## src/rtl/alarm_chirp_pkg.sv

```systemverilog
package alarm_chirp_pkg;

    typedef enum logic [3:0] {
        ST_DISARMED    = 4'd0,
        ST_ARM_CHIRP   = 4'd1,
        ST_ARM_HOLD    = 4'd2,
        ST_ARMED       = 4'd3,
        ST_ALARM       = 4'd4,
        ST_DIS_HOLD    = 4'd5,
        ST_DIS_CHIRP_A = 4'd6,
        ST_DIS_GAP     = 4'd7,
        ST_DIS_CHIRP_B = 4'd8
    } alm_state_e;

    typedef struct packed {
        logic remote;
        logic sensor;
    } alm_in_s;

    function automatic int unsigned max2(input int unsigned a, input int unsigned b);
        return (a > b) ? a : b;
    endfunction

    // Number of cycles a state lasts when it is timed; untimed states report 1.
    function automatic int unsigned dwell_cycles(input alm_state_e s,
                                                 input int unsigned on_len,
                                                 input int unsigned off_len);
        case (s)
            ST_ARM_CHIRP, ST_DIS_CHIRP_A, ST_DIS_CHIRP_B: return on_len;
            ST_DIS_GAP:                                   return off_len;
            default:                                      return 1;
        endcase
    endfunction

    function automatic logic is_sounding(input alm_state_e s);
        return (s == ST_ARM_CHIRP) || (s == ST_DIS_CHIRP_A) ||
               (s == ST_DIS_CHIRP_B) || (s == ST_ALARM);
    endfunction

endpackage

```

## src/rtl/alm_interval_timer.sv

```systemverilog
module alm_interval_timer #(
    parameter int unsigned CNT_W = 8
) (
    input  logic             clk,
    input  logic             rst,
    input  logic             load,
    input  logic [CNT_W-1:0] load_val,
    output logic             expired
);
    logic [CNT_W-1:0] cnt_q;

    always_ff @(posedge clk) begin
        if (rst) begin
            cnt_q <= '0;
        end else if (load) begin
            cnt_q <= load_val;
        end else if (cnt_q != '0) begin
            cnt_q <= cnt_q - 1'b1;
        end
    end

    assign expired = (cnt_q == '0);

    // once a dwell has run out the counter rests at zero until reloaded
    timer_rest_chk: assert property (@(posedge clk) disable iff (rst)
        (expired && !load) |=> expired);

endmodule

```

## src/rtl/alm_seq_fsm.sv

```systemverilog
module alm_seq_fsm
    import alarm_chirp_pkg::*;
#(
    parameter int unsigned CHIRP_ON        = 4,
    parameter int unsigned CHIRP_OFF       = 4,
    parameter bit          ARM_NEEDS_CLEAR = 1'b0,
    parameter int unsigned CNT_W           = 3
) (
    input  logic             clk,
    input  logic             rst,
    input  alm_in_s          in_i,
    input  logic             expired,
    output alm_state_e       state_o,
    output logic             load,
    output logic [CNT_W-1:0] load_val
);
    alm_state_e state_q, state_d;
    logic       arm_ok;

    assign arm_ok = in_i.remote && (!ARM_NEEDS_CLEAR || !in_i.sensor);

    always_comb begin
        state_d = state_q;
        unique case (state_q)
            ST_DISARMED:    if (arm_ok)          state_d = ST_ARM_CHIRP;
            ST_ARM_CHIRP:   if (expired)         state_d = ST_ARM_HOLD;
            ST_ARM_HOLD:    if (!in_i.remote)    state_d = ST_ARMED;
            ST_ARMED: begin
                if (in_i.remote)                 state_d = ST_DIS_HOLD;
                else if (in_i.sensor)            state_d = ST_ALARM;
            end
            ST_ALARM:       if (in_i.remote)     state_d = ST_DIS_HOLD;
            ST_DIS_HOLD:    if (!in_i.remote)    state_d = ST_DIS_CHIRP_A;
            ST_DIS_CHIRP_A: if (expired)         state_d = ST_DIS_GAP;
            ST_DIS_GAP:     if (expired)         state_d = ST_DIS_CHIRP_B;
            ST_DIS_CHIRP_B: if (expired)         state_d = ST_DISARMED;
            default:                             state_d = ST_DISARMED;
        endcase
    end

    always_ff @(posedge clk) begin
        if (rst) state_q <= ST_DISARMED;
        else     state_q <= state_d;
    end

    assign load     = (state_d != state_q);
    assign load_val = CNT_W'(dwell_cycles(state_d, CHIRP_ON, CHIRP_OFF) - 1);
    assign state_o  = state_q;


    reset_home_chk: assert property (@(posedge clk)
        rst |=> (state_q == ST_DISARMED));

    hold_release_chk: assert property (@(posedge clk) disable iff (rst)
        (state_q == ST_ARM_HOLD && in_i.remote) |=> (state_q == ST_ARM_HOLD));

    alarm_entry_chk: assert property (@(posedge clk) disable iff (rst)
        (state_q == ST_ARMED && in_i.sensor && !in_i.remote) |=> (state_q == ST_ALARM));

    alarm_latch_chk: assert property (@(posedge clk) disable iff (rst)
        (state_q == ST_ALARM && !in_i.remote) |=> (state_q == ST_ALARM));

    remote_wins_chk: assert property (@(posedge clk) disable iff (rst)
        (state_q == ST_ARMED && in_i.remote) |=> (state_q == ST_DIS_HOLD));

    alarm_silence_chk: assert property (@(posedge clk) disable iff (rst)
        (state_q == ST_ALARM && in_i.remote) |=> (state_q == ST_DIS_HOLD));

    idle_sensor_chk: assert property (@(posedge clk) disable iff (rst)
        (state_q == ST_DISARMED && !in_i.remote) |=> (state_q == ST_DISARMED));

    if (ARM_NEEDS_CLEAR) begin : g_clear_gate

        sensor_blocks_arm_chk: assert property (@(posedge clk) disable iff (rst)
            (state_q == ST_DISARMED && in_i.sensor) |=> (state_q == ST_DISARMED));
    end

endmodule

```

## src/rtl/alm_siren_dec.sv

```systemverilog
module alm_siren_dec
    import alarm_chirp_pkg::*;
(
    input  alm_state_e state_i,
    output logic       siren
);
    assign siren = is_sounding(state_i);
endmodule

```

## src/rtl/alarm_chirp_ctrl.sv

```systemverilog
module alarm_chirp_ctrl
    import alarm_chirp_pkg::*;
#(
    parameter int unsigned CHIRP_ON        = 25_000_000,
    parameter int unsigned CHIRP_OFF       = 25_000_000,
    parameter bit          ARM_NEEDS_CLEAR = 1'b0
) (
    input  logic clk,
    input  logic rst,
    input  logic remote_cmd,
    input  logic sensor_trip,
    output logic siren
);
    localparam int unsigned CNT_W = $clog2(max2(CHIRP_ON, CHIRP_OFF) + 1);

    alm_in_s          in_s;
    alm_state_e       state;
    logic             load;
    logic [CNT_W-1:0] load_val;
    logic             expired;

    assign in_s.remote = remote_cmd;
    assign in_s.sensor = sensor_trip;

    alm_seq_fsm #(
        .CHIRP_ON        (CHIRP_ON),
        .CHIRP_OFF       (CHIRP_OFF),
        .ARM_NEEDS_CLEAR (ARM_NEEDS_CLEAR),
        .CNT_W           (CNT_W)
    ) u_fsm (
        .clk      (clk),
        .rst      (rst),
        .in_i     (in_s),
        .expired  (expired),
        .state_o  (state),
        .load     (load),
        .load_val (load_val)
    );

    alm_interval_timer #(
        .CNT_W (CNT_W)
    ) u_timer (
        .clk      (clk),
        .rst      (rst),
        .load     (load),
        .load_val (load_val),
        .expired  (expired)
    );

    alm_siren_dec u_dec (
        .state_i (state),
        .siren   (siren)
    );


    chirp_start_chk: assert property (@(posedge clk) disable iff (rst)
        (state == ST_DISARMED && remote_cmd && !sensor_trip) |=> siren);

endmodule

```

## config.mk

```make
export PLATFORM = sky130hd
export DESIGN_NAME = alarm_chirp_ctrl
export DESIGN_NICKNAME = d
export VERILOG_FILES = /design/src/rtl/alarm_chirp_pkg.sv /design/src/rtl/alm_interval_timer.sv /design/src/rtl/alm_seq_fsm.sv /design/src/rtl/alm_siren_dec.sv /design/src/rtl/alarm_chirp_ctrl.sv
export SDC_FILE = /design/constraint.sdc
export NUM_CORES = 1
export LEC_CHECK = 0
export BUFFER_PORTS_ARGS = -buffer_cell sky130_fd_sc_hd__buf_2
export CORE_AREA = 2 2 66 68
export CTS_BUF_LIST = sky130_fd_sc_hd__clkbuf_8
export DETAILED_ROUTE_END_ITERATION = 10
export DIE_AREA = 0 0 68 70
export PLACE_DENSITY = 0.64
export REMOVE_ABC_BUFFERS = 1
export SYNTH_ARGS = -nofsm -noshare
export SYNTH_HDL_FRONTEND = slang
export SYNTH_SLANG_ARGS = --single-unit
```

## constraint.sdc

```tcl
create_clock -name clk -period 5.66 [get_ports clk]
set_input_delay 0.849 -clock clk [delete_from_list [all_inputs] [get_ports clk]]
set_output_delay 0.849 -clock clk [all_outputs]
set_load 0.02 [all_outputs]
```

# After elaboration in Yosys (flattened, before gate mapping)
# Cells that the tools add are included.
# W data, S select, Z words.
[totals]
wordCells = 39
out_inout_bits = 1
ff_bits = 29
in_bits = 4
[classes]
n_eq_ne = 13
muxes = 14
n_reduce_logical = 8
addsub = 2
[op_table]
columns = ["op", "count"]
rows = [
  ["$mux W25", 3],
  ["$sub A25 B1 Y25 const B", 2],
  ["$mux W4", 10],
  ["$pmux W4 S9", 1],
  ["$logic_not A25 Y1", 1],
  ["$reduce_bool A25 Y1", 1],
  ["$eq A4 B3 Y1 const B", 6],
  ["$eq A4 B1 Y1 const B", 2],
  ["$eq A4 B2 Y1 const B", 2],
  ["$eq A4 B4 Y1 const B", 2],
  ["$logic_not A4 Y1", 1],
  ["$ne A4 B4 Y1", 1],
  ["$reduce_or A4 Y1", 1],
  ["$logic_or A1 B1 Y1", 3],
  ["$reduce_bool A2 Y1", 1],
]

# Depth between registers and ports, before layout
[logic_depth]
ltp_word = 8
mapped_depth = 15
depth_no_buf = 13

# By module
# From an unflattened synthesis, not the netlist that was laid out.
[unflattened]
hier_cells = 230
area_unflattened_um2 = 1944.4
[by_module_without_submodules]
columns = ["module", "cells_each", "n_inst", "area_per_inst_um2", "seq_area_each_um2"]
rows = [
  ["alm_interval_timer", 155, 1, 1350.0, 500.5],
  ["alm_seq_fsm", 71, 1, 563.0, 80.1],
  ["alm_siren_dec", 4, 1, 31.3, 0.0],
]

# Worst setup path after synthesis
# No wires, ideal clock.
[synth_path]
path_kind = "input -> register"
startpoint = "in remote_cmd"
endpoint = "reg u_timer.cnt_q[20]"
stages = 14
required_ns = 5.589
path_buffers = 1
setup_time_ns = 0.071
slack_ns = 1.987
arrival_time_ns = 3.602
cell_sequence = "or3_1 > a31oi_1 > o221ai_1 > a21oi_4 > buf_6 > nor2_1 > a21oi_1 > ha_1 > nor3b_1 > and4_1 > nand4b_1 > xnor2_1 > nand3_1 > a21oi_1"
[synth_between]
elab_chain_cells = 7
elab_cells_between_ends = 16
classes_between = "1 x add/sub; 5 x eq/ne; 8 x mux; 2 x reduce/logical"
[synth_rtl]
columns = ["item", "line_no", "text"]
rows = [
  ["start: declaration", "alarm_chirp_ctrl.sv:10", "input logic remote_cmd,"],
  ["$mux W4 (on tied branches)", "-", ""],
  ["$pmux W4 S9 *", "alm_seq_fsm.sv:24", "unique case (state_q)"],
  ["$eq A4 B1 Y1, or another cell as far along", "alarm_chirp_pkg.sv:28", "case (s)"],
  ["$reduce_or A4 Y1 (no source line)", "-", ""],
  ["$mux W25", "alarm_chirp_pkg.sv:28", ""],
  ["$sub A25 B1 Y25", "alm_seq_fsm.sv:47", "assign load_val = CNT_W'(dwell_cycles(state_d, CHIRP_ON, CHIRP_OFF) - 1);"],
  ["$mux W25", "alm_interval_timer.sv:15", "end else if (load) begin"],
  ["end signal: assignment", "alm_interval_timer.sv:16", "cnt_q <= load_val;"],
  ["end signal: assignment", "alm_interval_timer.sv:18", "cnt_q <= cnt_q - 1'b1;"],
  ["end: declaration", "alm_interval_timer.sv:10", "logic [CNT_W-1:0] cnt_q;"],
]
# Mark *: on every way between the ends. The rest lies on a longest branch, timed or not.
# A chain may end at the register's enable or synchronous reset.

# Worst setup path in the final report
[layout_path]
startpoint = "in remote_cmd"
endpoint = "reg u_timer.cnt_q[24]"
# Same word-level chain as after synthesis.

==> impl_metrics.json <==
{
  "p_per_area_nw_per_um2": 335,
  "synth_seq_cells": 29,
  "antenna_found_initial": 0,
  "cp_top_family": "simple AND/OR/NAND/NOR gates",
  "synth_area_leader_cell": "dfxtp_1",
  "synth_edf_count": 0,
  "routed_wl_um": 3820,
  "cts_buffers": 5,
  "crit_top_cell": "a21oi_1",
  "critPathMaxFanout": 25,
  "finish.utilization_pct": 45.7,
  "ys_warn_count": 0,
  "hp-class": "flop to flop",
  "syn2layout_area_growth_pct": 7.23,
  "coreArea_um2": 4140,
  "synthFlopType": "dfxtp_1",
  "syn-cell-area_um2": 1760,
  "cts.sinks": 29,
  "synth.distinct_cells": 53,
  "clock_latency_ns": 0.28,
  "detailedPlacementHpwl_um": 2700,
  "rsz0062_at_grt": "false",
  "die_area_um2": 4760,
  "dieHeight_um": 70,
  "clock-skew-final_ns": 0.00641,
  "ctsResizeCount": 0,
  "timing.final.crit_period_ns": 4.00,
  "gp_congestion": 0.848,
  "fin_crit_sh_pct": 70.6,
  "boundaryPins": 5,
  "die_w_um": 68,
  "p_leak_uw": 0.000658,
  "final-setup-viol-count": 0,
  "viasPerCell": 5.74,
  "critPathLaunchType": "input port",
  "critPathBufInv": 2,
  "cts_hold_buf": 0,
  "rows": 24,
  "start_util_pct": 42.6,
  "slew_violations": 0,
  "synth_most_common_cell": "dfxtp_1",
  "path_cells": "buf_2, or3_1, a31oi_1, nand4_2, a21oi_4, buf_4, nor2_1, a21oi_1, ha_1, nor3b_1, nand4_1, nor3_1, xor2_1, nand3_1, a21oi_1",
  "drtIter0Drc": 137,
  "grt_pass1_vias": 1451,
  "crit_required_ns": 5.87,
  "diodes": 0,
  "grt_pass1_wl_um": 6700,
  "fmax_mhz": 250,
  "ys_async_sr_fraction_pct": 0,
  "worst_pin_slew_ns": 0.632,
  "clk_path_buf_depth": 2,
  "maxSlewHeadroom_pct": 57.8,
  "status": "complete, no violations",
  "synth_cells": 217,
  "drc": 0,
  "crit_slowest_cell": "nor3b_1",
  "cts_root_buf": "clkbuf_8",
  "wl_per_cell_um": 14.1,
  "worst_ir_drop_vdd_uv": 98.2,
  "grt-ovfl-total": 0,
  "io_buffers": 4,
  "track_usage_pct": 18.1,
  "end_kind": "flop",
  "drive_above_1_share_pct": 12.4,
  "synthTopCellsByArea": "dfxtp_1 (33%), nor2_1 (5.3%), a21oi_1 (5.1%)",
  "tns_ns": 0,
  "cts_tree": "built",
  "critPathMaxStageDelay_ns": 0.42,
  "yosysSeqAreaShare_pct": 32.9,
  "maxCapViolations": 0,
  "clkTransAtPathRegs_ns": 0.06,
  "drtPass1Iterations": 4,
  "nets": 222,
  "grt_max_degree": 26,
  "worstSetupPathType": "input port to flop",
  "vias": 1550,
  "cp.arrival_ns": 4.21,
  "yosysTopAreaCellShare_pct": 32.9,
  "post_cts_buffers": 0,
  "htree_levels": 2,
  "hold_viol": 0,
  "avgSynthCellArea_um2": 8.13,
  "drtAntennaViolNets": 0,
  "synth.top_cells.by_count": "dfxtp_1 (29), nor2_1 (25), a21oi_1 (18)"
}
-- power breakdown --
group / switching, uW / total, uW / internal (uW)
logic: 100 / 177 / 76.6
registers: 35.1 / 268 / 233
clock network: 79.3 / 189 / 110
total: 215 / 634 / 419
-- flip-flops by register name (all words and copies together) (netlist names) --
register       cells
u_fsm.state_o      4
u_timer.cnt_q     25
-- cells in the final DEF (no fill, tap or decap), drive strengths merged, types with 2 or more instances in the layout --
cell type,synthesis,final
a211oi,4,4
a21oi,19,19
a31oi,4,4
and2,2,2
buf,7,5
clkbuf,5,7
dfxtp,29,29
inv,4,4
mux2i,2,2
nand2,17,17
nand3,8,8
nand4,4,4
nor2,26,26
nor2b,5,5
nor3,13,13
nor3b,3,3
nor4,6,6
nor4b,3,3
o21ai,11,11
o21bai,2,2
o31ai,6,6
or2,2,2
xnor2,9,9
xor2,8,8
-- stage by stage --
step,area (um^2),std cells,worst slack (ns),power [uW],hold WS [ns]
global placement,1790,262,1.50,447,0.507
finish,1890,270,1.66,634,0.523
global route,1890,270,1.35,677,0.578
CTS,1890,270,1.71,640,0.532
detailed placement,1790,262,1.43,448,0.502
floorplan,1700,205,1.81,407,0.469
-- tightest hold or removal path: cells and delay by family, from the launching register on --
kind          cells  cell delay, ns
xor+xnor          1            0.07
flops             1            0.35
simple gates      1            0.07
-- final cells by class --
type | count | area [um^2]
Clock buffer | 7 | 96.3
Timing Repair Buffer | 5 | 27.5
Clock inverter | 1 | 5.00
Tap cell | 52 | 65.1
Inverter | 4 | 15.0
Sequential cell | 29 | 581
Multi-Input combinational cell | 172 | 1100
Fill cell | 419 | 2250
-- logic make-up after synthesis --
logic type | Yosys count | synth area share [%]
XOR/XNOR | 17 | 8.44
AND/OR/NAND/NOR | 97 | 30.3
flip-flops | 29 | 32.9
multiplexers | 2 | 1.13
buffers and inverters | 16 | 4.61
AO/OA/AOI/OAI | 55 | 21.9
adder cells (fa/ha/maj) | 1 | 0.709
-- final timing paths --
| kind | endpoint | cells after the start | startpoint | slack [ns] |
|---|---|---|---|---|
| worst max-delay path | u_timer.cnt_q[24] | 15 | remote_cmd | 1.66 |
| worst min register to register | u_timer.cnt_q[23] | 2 | u_timer.cnt_q[23] | 0.52 |
| worst max register to register | u_timer.cnt_q[24] | 13 | u_timer.cnt_q[9] | 1.88 |
| worst min-delay path | u_timer.cnt_q[23] | 2 | u_timer.cnt_q[23] | 0.52 |
-- per-layer routing --
layer / vias to the layer above / part of all wire (%) / GRT usage (%)
met2: 24 / 49 / 28.4
li1: 782 / - / -
met3: 7 / 3.0 / 5.31
met1: 737 / 47 / 23.2
met5: - / 0 / 0
met4: 0 / 1.4 / 6.44
Power figures use the tool's default switching activity.
